**src/rtl/psg_noise_pkg.sv**
```systemverilog
package psg_noise_pkg;

  localparam int AMP_W = 14;

  typedef enum logic [1:0] {
    RATE_DIV16 = 2'd0,
    RATE_DIV32 = 2'd1,
    RATE_DIV64 = 2'd2,
    RATE_TONE2 = 2'd3
  } rate_e;

  // 2 dB per step from full scale 0x2000; step 15 mutes
  function automatic logic [AMP_W-1:0] atten_level(input logic [3:0] step);
    case (step)
      4'd0:    atten_level = AMP_W'(8192);
      4'd1:    atten_level = AMP_W'(6502);
      4'd2:    atten_level = AMP_W'(5161);
      4'd3:    atten_level = AMP_W'(4096);
      4'd4:    atten_level = AMP_W'(3251);
      4'd5:    atten_level = AMP_W'(2580);
      4'd6:    atten_level = AMP_W'(2048);
      4'd7:    atten_level = AMP_W'(1625);
      4'd8:    atten_level = AMP_W'(1290);
      4'd9:    atten_level = AMP_W'(1024);
      4'd10:   atten_level = AMP_W'(813);
      4'd11:   atten_level = AMP_W'(645);
      4'd12:   atten_level = AMP_W'(512);
      4'd13:   atten_level = AMP_W'(406);
      4'd14:   atten_level = AMP_W'(323);
      default: atten_level = '0;
    endcase
  endfunction

endpackage

```
**src/rtl/psg_noise_div.sv**
```systemverilog
module psg_noise_div
  import psg_noise_pkg::*;
#(
  parameter int CNT_W   = 10,
  parameter int RELOAD0 = 16,
  parameter int RELOAD1 = 32,
  parameter int RELOAD2 = 64
) (
  input  logic             clk_i,
  input  logic             rst_ni,
  input  logic             tick_i,
  input  rate_e            rate_i,
  input  logic [CNT_W-1:0] period_i,
  output logic             shift_o
);

  logic [CNT_W-1:0] cnt_q, cnt_dec, reload;
  logic             phase_q, expire;

  assign cnt_dec = cnt_q - CNT_W'(1);
  assign expire  = tick_i && (cnt_dec == '0);
  assign shift_o = expire && !phase_q;   // phase 0 -> 1

  always_comb begin
    case (rate_i)
      RATE_DIV16: reload = CNT_W'(RELOAD0);
      RATE_DIV32: reload = CNT_W'(RELOAD1);
      RATE_DIV64: reload = CNT_W'(RELOAD2);
      default:    reload = period_i;
    endcase
  end

  always_ff @(posedge clk_i or negedge rst_ni) begin
    if (!rst_ni) begin
      cnt_q   <= '0;
      phase_q <= 1'b0;
    end else if (tick_i) begin
      cnt_q <= expire ? reload : cnt_dec;
      if (expire) phase_q <= ~phase_q;
    end
  end

  p_hold_r12: assert property (@(posedge clk_i) disable iff (!rst_ni)
    !tick_i |=> ($stable(cnt_q) && $stable(phase_q)));

  p_reload_fixed_r2: assert property (@(posedge clk_i) disable iff (!rst_ni)
    (expire && rate_i == RATE_DIV32) |=> (cnt_q == CNT_W'(RELOAD1)));

  p_reload_tone2_r3: assert property (@(posedge clk_i) disable iff (!rst_ni)
    (expire && rate_i == RATE_TONE2) |=> (cnt_q == $past(period_i)));

  p_every_other_r4: assert property (@(posedge clk_i) disable iff (!rst_ni)
    shift_o |=> (phase_q && !shift_o));

endmodule

```
**src/rtl/psg_noise_lfsr.sv**
```systemverilog
module psg_noise_lfsr #(
  parameter int LFSR_W = 16,
  parameter int TAP    = 3
) (
  input  logic clk_i,
  input  logic rst_ni,
  input  logic shift_i,
  input  logic seed_i,
  input  logic white_i,
  output logic noise_o
);

  localparam logic [LFSR_W-1:0] SEED = {1'b1, {(LFSR_W-1){1'b0}}};

  logic [LFSR_W-1:0] lfsr_q;
  logic              noise_q, fb;

  assign fb      = lfsr_q[0] ^ (white_i & ~lfsr_q[TAP]);
  assign noise_o = noise_q;

  always_ff @(posedge clk_i or negedge rst_ni) begin
    if (!rst_ni) begin
      lfsr_q  <= SEED;
      noise_q <= 1'b0;
    end else if (seed_i) begin
      lfsr_q  <= SEED;
    end else if (shift_i) begin
      noise_q <= lfsr_q[0];                    // bit leaving the register
      lfsr_q  <= {fb, lfsr_q[LFSR_W-1:1]};
    end
  end

  p_seed_r8: assert property (@(posedge clk_i) disable iff (!rst_ni)
    seed_i |=> (lfsr_q == SEED));

  p_shift_right_r6: assert property (@(posedge clk_i) disable iff (!rst_ni)
    (shift_i && !seed_i) |=> (lfsr_q[LFSR_W-2:0] == $past(lfsr_q[LFSR_W-1:1])));

  p_periodic_r7: assert property (@(posedge clk_i) disable iff (!rst_ni)
    (shift_i && !seed_i && !white_i) |=> (lfsr_q[LFSR_W-1] == $past(lfsr_q[0])));

  p_out_taken_r5: assert property (@(posedge clk_i) disable iff (!rst_ni)
    (shift_i && !seed_i) |=> (noise_q == $past(lfsr_q[0])));

  p_out_hold_r5: assert property (@(posedge clk_i) disable iff (!rst_ni)
    !shift_i |=> $stable(noise_q));

endmodule

```
**src/rtl/psg_noise_atten.sv**
```systemverilog
module psg_noise_atten
  import psg_noise_pkg::*;
#(
  parameter int VOL_W = 4
) (
  input  logic             noise_i,
  input  logic [VOL_W-1:0] vol_i,
  output logic [AMP_W-1:0] amp_o
);

  assign amp_o = noise_i ? atten_level(4'(vol_i)) : '0;

endmodule

```
**src/rtl/psg_noise_gen.sv**
```systemverilog
module psg_noise_gen
  import psg_noise_pkg::*;
#(
  parameter int CNT_W  = 10,
  parameter int LFSR_W = 16,
  parameter int VOL_W  = 4
) (
  input  logic             clk_i,
  input  logic             rst_ni,
  input  logic             tick_i,
  input  logic             ctrl_we_i,
  input  logic [1:0]       ctrl_rate_i,
  input  logic             ctrl_white_i,
  input  logic             vol_we_i,
  input  logic [VOL_W-1:0] vol_i,
  input  logic             tone2_we_i,
  input  logic [CNT_W-1:0] tone2_period_i,
  output logic             noise_o,
  output logic [AMP_W-1:0] amp_o
);

  rate_e            rate_q;
  logic             white_q, shift;
  logic [VOL_W-1:0] vol_q;
  logic [CNT_W-1:0] period_q;

  always_ff @(posedge clk_i or negedge rst_ni) begin
    if (!rst_ni) begin
      rate_q   <= RATE_DIV16;
      white_q  <= 1'b0;
      vol_q    <= '1;
      period_q <= '0;
    end else begin
      if (ctrl_we_i) begin
        rate_q  <= rate_e'(ctrl_rate_i);
        white_q <= ctrl_white_i;
      end
      if (vol_we_i)   vol_q    <= vol_i;
      if (tone2_we_i) period_q <= tone2_period_i;
    end
  end

  psg_noise_div #(.CNT_W(CNT_W)) u_div (
    .clk_i    (clk_i),
    .rst_ni   (rst_ni),
    .tick_i   (tick_i),
    .rate_i   (rate_q),
    .period_i (period_q),
    .shift_o  (shift)
  );

  psg_noise_lfsr #(.LFSR_W(LFSR_W)) u_lfsr (
    .clk_i   (clk_i),
    .rst_ni  (rst_ni),
    .shift_i (shift),
    .seed_i  (ctrl_we_i),
    .white_i (white_q),
    .noise_o (noise_o)
  );

  psg_noise_atten #(.VOL_W(VOL_W)) u_atten (
    .noise_i (noise_o),
    .vol_i   (vol_q),
    .amp_o   (amp_o)
  );

  p_amp_zero_r10: assert property (@(posedge clk_i) disable iff (!rst_ni)
    !noise_o |-> (amp_o == '0));

  p_silent_r11: assert property (@(posedge clk_i) disable iff (!rst_ni)
    (vol_q == '1) |-> (amp_o == '0));

  p_noise_needs_tick_r12: assert property (@(posedge clk_i) disable iff (!rst_ni)
    !tick_i |=> $stable(noise_o));

endmodule

```
**config.mk**
```make
export PLATFORM = sky130hd
export DESIGN_NAME = psg_noise_gen
export DESIGN_NICKNAME = d
export VERILOG_FILES = /design/src/rtl/psg_noise_pkg.sv /design/src/rtl/psg_noise_div.sv /design/src/rtl/psg_noise_lfsr.sv /design/src/rtl/psg_noise_atten.sv /design/src/rtl/psg_noise_gen.sv
export SDC_FILE = /design/constraint.sdc
export NUM_CORES = 1
export LEC_CHECK = 0
export BUFFER_PORTS_ARGS = -buffer_cell sky130_fd_sc_hd__buf_4
export CORE_MARGIN = 10
export CORE_UTILIZATION = 55
export CTS_CLUSTER_DIAMETER = 100
export CTS_CLUSTER_SIZE = 24
export DETAILED_ROUTE_END_ITERATION = 10
export PLACE_DENSITY = 0.87
export SLEW_MARGIN = 20
export SYNTH_ARGS = -nofsm -noshare
export SYNTH_HDL_FRONTEND = slang
export SYNTH_SLANG_ARGS = --single-unit
```
**constraint.sdc**
```tcl
create_clock -name clk_i -period 2.1 [get_ports clk_i]
set_input_delay 0.42 -clock clk_i [delete_from_list [all_inputs] [get_ports clk_i]]
set_output_delay 0.42 -clock clk_i [all_outputs]
set_load 0.005 [all_outputs]
```
==> impl_metrics.json, run 1 <==
{
  "place_area_sq_um": 2900,
  "cts_max_level": 2,
  "synthTopCellsByCount": "40 x dfrtp_1, 31 x o21ai_0, 25 x a21oi_1, 20 x nand4_1, 16 x nor2_1",
  "post-synth-top-count-cell": "dfrtp_1",
  "slowest_stage": "dfstp_2",
  "multi_input_area_sq_um": 1380,
  "worst_ep_required_time_ps": 1680,
  "clkPwrFrac": 0.234,
  "max_cap_violations": 0,
  "route.detailed.drc": 0,
  "die_h_um": 88.1,
  "die_w_um": 88.1,
  "hold_class": "primary input to asynchronous set/reset pin",
  "dp.cells": 352,
  "yosysUniqueCellTypes": 49,
  "grt_pass1_vias": 2233,
  "yosysTopAreaCell": "dfrtp_1",
  "min_period_over_period": 1.06,
  "overflow": 0,
  "power_switching_share": 0.362,
  "reg2reg_depth": 6,
  "cts_tree": "built",
  "syn_nets": 302,
  "final_area_sq_um": 3210,
  "synth_flop_cell": "dfrtp_1",
  "clk_pin_slew_ps": 90,
  "final_max_slew_viol_count": 0,
  "num_antenna_cells": 0,
  "power.density_nw_per_um2": 901,
  "violations": "setup timing",
  "ff_latch_area_sq_um": 1130,
  "maxSlewHeadroom": 0.632,
  "grt_pass1_wl_um": 10200,
  "wl_um": 6410,
  "power_frac_comb": 0.382,
  "area_delta_synth_final_pct": 25.9,
  "internal_power_mw": 1.84,
  "clkLatencyLatePin_ps": 300,
  "leakagePower_nw": 1.37,
  "async_reset_ff_frac": 1.00,
  "setup_ws_ps": -127,
  "grt_max_degree": 46,
  "hold_violations": 0,
  "netlist_area_sq_um": 2550,
  "die-area_sq_um": 7760,
  "crit_type": "flop to output pin",
  "path_cells": "inv_4 > ha_4 > nor2b_4 > a211o_1 > and3_1 > buf_4",
  "numPortBuffers": 37,
  "fin_crit_ps": 2230,
  "num-fill-cells": 314,
  "grt_antenna_before_repair": 0,
  "gp_congestion": 0.949,
  "drtPass1Iterations": 4,
  "p_sw_mw": 1.05,
  "clock_sinks": 45,
  "ys_seq_elements": 45,
  "synth-edff-count": 0,
  "ios": 38,
  "fin_nets": 346,
  "synth_cells": 271,
  "drt-initial-drc-count": 167,
  "ant_nets": 0,
  "wl_per_cell_um": 17.4,
  "cts_buffers": 5,
  "initial_core_util": 0.578,
  "worstSetupStartpointType": "flop",
  "grt_usage": 0.157,
  "root_buffer": "clkbuf_8",
  "yosysSeqAreaShare": 0.444,
  "cp_slowest_stage_delay_ps": 600,
  "vias_per_cell": 6.21,
  "fmax_ghz": 0.449,
  "ys_warn_count": 0,
  "netlist.area_leader.share": 0.393,
  "clockBufferDepth": 2,
  "status": "complete, but fails checks",
  "drive_gt1_frac": 0.358,
  "fin_total_pwr_mw": 2.89,
  "fin_skew_ps": 12.2,
  "core_area_sq_um": 4410,
  "dp_hpwl_um": 4150,
  "seqPwrFrac": 0.385,
  "syn_area_per_cell_sq_um": 9.41,
  "final_cells": 368,
  "utilization": 0.727,
  "cp_max_fo": 3,
  "irDropWorstVdd_uv": 422,
  "rows": 24,
  "worst_pin_slew_ps": 552,
  "crit_arrival_ps": 1810,
  "num_vias": 2284,
  "rsz0062_at_grt": "true",
  "critPathCaptureType": "output pin",
  "synthTopCellsByArea": "dfrtp_1 39%, mux2_2 6.2%, o21ai_0 6.1%",
  "finalSetupViolations": 8
}
[cells by family (layout without fill, tap and decap cells)]
| kind of cell | count (synthesis) | in the layout | share of synthesized area |
|---|---|---|---|
| AOI/OAI and AO/OA | 81 | 81 | 0.189 |
| and+or+nand+nor | 81 | 81 | 0.171 |
| DFF | 45 | 45 | 0.444 |
| buffers and inverters | 34 | 79 | 0.0653 |
| muxes | 17 | 17 | 0.0736 |
| adders and majority gates | 8 | 8 | 0.0393 |
| xor gates and xnor gates | 5 | 5 | 0.0172 |
[cell usage in the layout (no fill, tap or decap), drive strengths merged, types with 3 or more instances in the layout]
cell / synthesis / routed
a21oi: 25 / 25
a22oi: 3 / 3
a31oi: 4 / 4
and3: 4 / 4
buf: 11 / 58
clkbuf: 10 / 7
dfrtp: 40 / 40
dfstp: 5 / 5
ha: 8 / 8
inv: 12 / 12
mux2: 14 / 14
mux2i: 3 / 3
nand2: 14 / 14
nand2b: 3 / 3
nand3: 6 / 6
nand4: 20 / 20
nor2: 16 / 16
nor2b: 3 / 3
nor3: 5 / 5
nor4: 3 / 3
o21ai: 31 / 31
xnor2: 4 / 4
[area by class of cell]
type / instances / share of cell area
Inverter: 13 / 0.0168
Clock inverter: 1 / 0.00935
Timing Repair Buffer: 58 / 0.143
Sequential cell: 45 / 0.353
Clock buffer: 7 / 0.0269
Tap cell: 52 / 0.0203
Multi-Input combinational cell: 192 / 0.431
[registers in the layout, indices dropped and copies added, names as in the netlist]
register / cells
white_q: 1
u_lfsr.lfsr_q: 16
u_div.cnt_q: 10
rate_q: 2
period_q: 10
u_lfsr.noise_o: 1
vol_q: 4
u_div.phase_q: 1
[power by group through the flow]
stage	logic, mW	registers, mW	clock network [mW]
floorplan	0.733	1.09	0
global placement	0.964	1.11	0
detailed placement	0.983	1.12	0
CTS	1.03	1.11	0.685
global route	1.20	1.12	0.728
finish	1.10	1.11	0.676
[metrics by stage]
stage / hold slack, ps / TNS, ps / setup WS, ps
final: 108 / -446 / -127
after global placement: 447 / 0 / 161
after detailed placement: 449 / 0 / 114
after global routing: 144 / -1190 / -208
after CTS: 125 / -199 / -69.5
after floorplan: 124 / 0 / 203
[worst max-delay path, delay by kind of cell (launching register included)]
kind / cells / cell delay (ps)
AOI/OAI and AO/OA: 1 / 230
DFF: 1 / 600
and+or+nand+nor: 2 / 310
adders and majority gates: 1 / 170
buffers and inverters: 2 / 200
[final timing paths]
path	end	from	slack (ps)
setup / recovery	amp_o[3]	vol_q[0]	-130
hold / removal	u_div.cnt_q[8]	rst_ni	110
setup reg to reg	u_lfsr.noise_o	u_div.cnt_q[0]	170
hold reg to reg	u_div.phase_q	u_div.phase_q	480
max in group asynchronous	vol_q[1]	rst_ni	1610
min in group clk_i	vol_q[0]	vol_we_i	330
[routing by layer]
metal,vias up,part of all wire,wire [um],GRT usage
met5,-,0,0,0
met4,0,0.010,65,0.0471
met3,12,0.067,431,0.0418
met2,88,0.50,3190,0.266
met1,1114,0.42,2720,0.190
li1,1070,-,-,-
[timing repair]
| item | in CTS | in global routing |
|---|---|---|
| pin swaps | 1 | 6 |
| hold buffers | 0 | 0 |
| gates resized for setup | 13 | 24 |
| endpoints found under the setup margin | 13 | 13 |
| buffers inserted | 3 | 5 |
(Power assumes the default switching activity.)
==> inputs of run 2 (changes only) <==
- PLACE_DENSITY: 0.87 -> 0.77
- SYNTH_HIERARCHICAL: not set -> 1
==> impl_metrics.json, run 2 <==
{
  "cts_buffers": 5,
  "wl_per_cell_um": 17.1,
  "grt_antenna_before_repair": 0,
  "synth-adder-area-share": 0.0363,
  "cts_tree": "built",
  "mostFrequentLayoutCells": "53 x buf_4, 40 x dfrtp_1, 24 x nor2_1, 17 x mux2i_1, 11 x mux2_4",
  "power_switching_share": 0.333,
  "seqPwrFrac": 0.424,
  "slowest_stage": "dfstp_2",
  "overflow": 0,
  "violations": "setup timing",
  "die_w_um": 90.8,
  "synthMuxAreaShare": 0.150,
  "max_cap_violations": 0,
  "clkPwrFrac": 0.245,
  "num_antenna_cells": 0,
  "cpMostUsedCell": "buf_6",
  "clock_sinks": 45,
  "fmax_ghz": 0.462,
  "crit_type": "flop to output pin",
  "synth_cells": 243,
  "cp_max_fo": 4,
  "drt-initial-drc-count": 189,
  "finalSetupViolations": 7,
  "ys_seq_elements": 45,
  "leakagePower_nw": 1.49,
  "power.density_nw_per_um2": 789,
  "synth-edff-count": 0,
  "regToRegEndpoint": "u_lfsr/noise_o",
  "netlist.area_leader.share": 0.363,
  "clk_pin_slew_ps": 80,
  "die_h_um": 90.8,
  "rsz0062_at_grt": "true",
  "synthTopCellsByCount": "40 x dfrtp_1, 26 x nor2_1, 17 x mux2i_1, 11 x inv_1, 11 x mux2_4",
  "reg2reg_from": "u_div/cnt_q[0]",
  "power_frac_comb": 0.331,
  "internal_power_mw": 1.84,
  "fin_total_pwr_mw": 2.75,
  "irDropWorstVdd_uv": 551,
  "ant_nets": 0,
  "ios": 38,
  "final_max_slew_viol_count": 0,
  "synth_top_family_by_area": "simple AND/OR/NAND/NOR gates",
  "num_vias": 2056,
  "cts_max_level": 2,
  "dp.cells": 350,
  "vias_per_cell": 5.60,
  "netlist_area_sq_um": 2760,
  "cp_slowest_stage_delay_ps": 570,
  "yosysUniqueCellTypes": 60,
  "numPortBuffers": 37,
  "grt_pass1_vias": 2090,
  "critPathCaptureType": "output pin",
  "dp_hpwl_um": 4140,
  "die-area_sq_um": 8250,
  "p_sw_uw": 916,
  "drive_gt1_frac": 0.447,
  "syn_nets": 274,
  "core_area_sq_um": 4790,
  "synth_flop_cell": "dfrtp_1",
  "fin_skew_ps": 7.18,
  "status": "complete, but fails checks",
  "synth_simple_gate_area_share": 0.173,
  "final_cells": 367,
  "largestRegisters": "u_lfsr/lfsr_q x16, period_q x10, u_div/cnt_q x10",
  "initial_core_util": 0.577,
  "grt_max_degree": 46,
  "clockBufferDepth": 2,
  "crit_arrival_ps": 1750,
  "worst_pin_slew_ps": 562,
  "wl_um": 6270,
  "area_delta_synth_final_pct": 26.4,
  "reg2reg_slack_ps": 20,
  "fin_nets": 330,
  "hold_ws_ps": 103,
  "ys_warn_count": 6,
  "route.detailed.drc": 0,
  "grt_pass1_wl_um": 10100,
  "drtPass1Iterations": 4,
  "hold_class": "primary input to asynchronous set/reset pin",
  "worst_ep_required_time_ps": 1680,
  "clkLatencyLatePin_ps": 300,
  "yosysTopAreaCell": "dfrtp_1",
  "reg2reg_depth": 9,
  "yosysSeqAreaShare": 0.410,
  "hold_violations": 0,
  "cp_top_family": "flip-flops",
  "rows": 25,
  "cts_hold_buffers": 0,
  "mostFrequentLayoutCell": "buf_4",
  "worstSetupStartpointType": "flop",
  "min_period_over_period": 1.03,
  "largest_register_ff_count": 16,
  "maxSlewHeadroom": 0.625,
  "grt_usage": 0.142,
  "top_register": "u_lfsr/lfsr_q",
  "async_reset_ff_frac": 1.00,
  "num-fill-cells": 329,
  "post-synth-top-count-cell": "dfrtp_1",
  "syn_area_per_cell_sq_um": 11.4,
  "path_cells": "buf_6 > ha_4 > buf_6 > nand2_4 > o211ai_1 > o311a_1 > buf_4",
  "fin_crit_ps": 2170,
  "timing.critical_path.from": "vol_q[1]",
  "gp_congestion": 0.824,
  "setup_ws_ps": -65.8,
  "path_buf_inv": 3,
  "finalSetupTns_ps": -216,
  "synth_xor_area_frac": 0.0290,
  "synthTopCellsByArea": "dfrtp_1 36%, mux2i_1 6.2%, mux2_4 6.0%",
  "synth-compound-area-share": 0.136,
  "root_buffer": "clkbuf_8"
}
[run 2: cells by family (layout without fill, tap and decap cells)]
| kind of cell | after synthesis | after routing |
|---|---|---|
| AOI/OAI and AO/OA | 47 | 47 |
| DFF | 45 | 45 |
| and+or+nand+nor | 77 | 77 |
| adders and majority gates | 8 | 8 |
| muxes | 35 | 35 |
| xor gates and xnor gates | 7 | 7 |
| buffers and inverters | 24 | 81 |
[run 2: timing repair]
item                       4_1_cts  5_1_grt
setup buffers                    4        5
gates resized for setup         28       14
pin swaps                       10        6
setup endpoints to repair       19       23
[run 2: power by group through the flow]
stage / logic [mW] / clock network [mW] / registers (mW)
3_5_place_dp: 0.770 / 0 / 1.16
3_3_place_gp: 0.751 / 0 / 1.15
2_1_floorplan: 0.609 / 0 / 1.12
4_1_cts: 0.821 / 0.685 / 1.15
5_1_grt: 0.980 / 0.728 / 1.18
6_report: 0.910 / 0.675 / 1.17
[run 2: how the worst max path moves through the flow]
stage	to	depth (start not counted)
6_report	amp_o[0]	7
3_3_place_gp	amp_o[5]	6
4_1_cts	amp_o[5]	6
5_1_grt	amp_o[0]	7
3_5_place_dp	u_lfsr/lfsr_q[11]	9
2_1_floorplan	u_lfsr/lfsr_q[2]	10
[run 2: layer usage]
| metal | vias to the layer above | share of wire | global-route usage |
|---|---|---|---|
| met5 | - | 0 | 0 |
| met3 | 6 | 0.048 | 0.0382 |
| met4 | 0 | 0.0054 | 0.0326 |
| met2 | 55 | 0.49 | 0.236 |
| met1 | 1012 | 0.46 | 0.179 |
| li1 | 983 | - | - |
[run 2: area by class of cell]
class / count / area (sq um) / area share
Timing Repair Buffer: 62 / 512 / 0.147
Tap cell: 67 / 83.8 / 0.0240
Inverter: 11 / 46.3 / 0.0133
Clock inverter: 1 / 30.0 / 0.00861
Sequential cell: 45 / 1140 / 0.327
Multi-Input combinational cell: 174 / 1590 / 0.456
Clock buffer: 7 / 86.3 / 0.0247
[run 2: through the flow]
stage	setup slack (ps)	area [sq um]	utilization
after floorplan	-24.1	2770	-
after global placement	84.6	3130	0.653
after detailed placement	2.68	3130	0.653
after CTS	-40.8	3390	0.708
after global routing	-117	3490	0.729
final	-65.8	3490	0.729
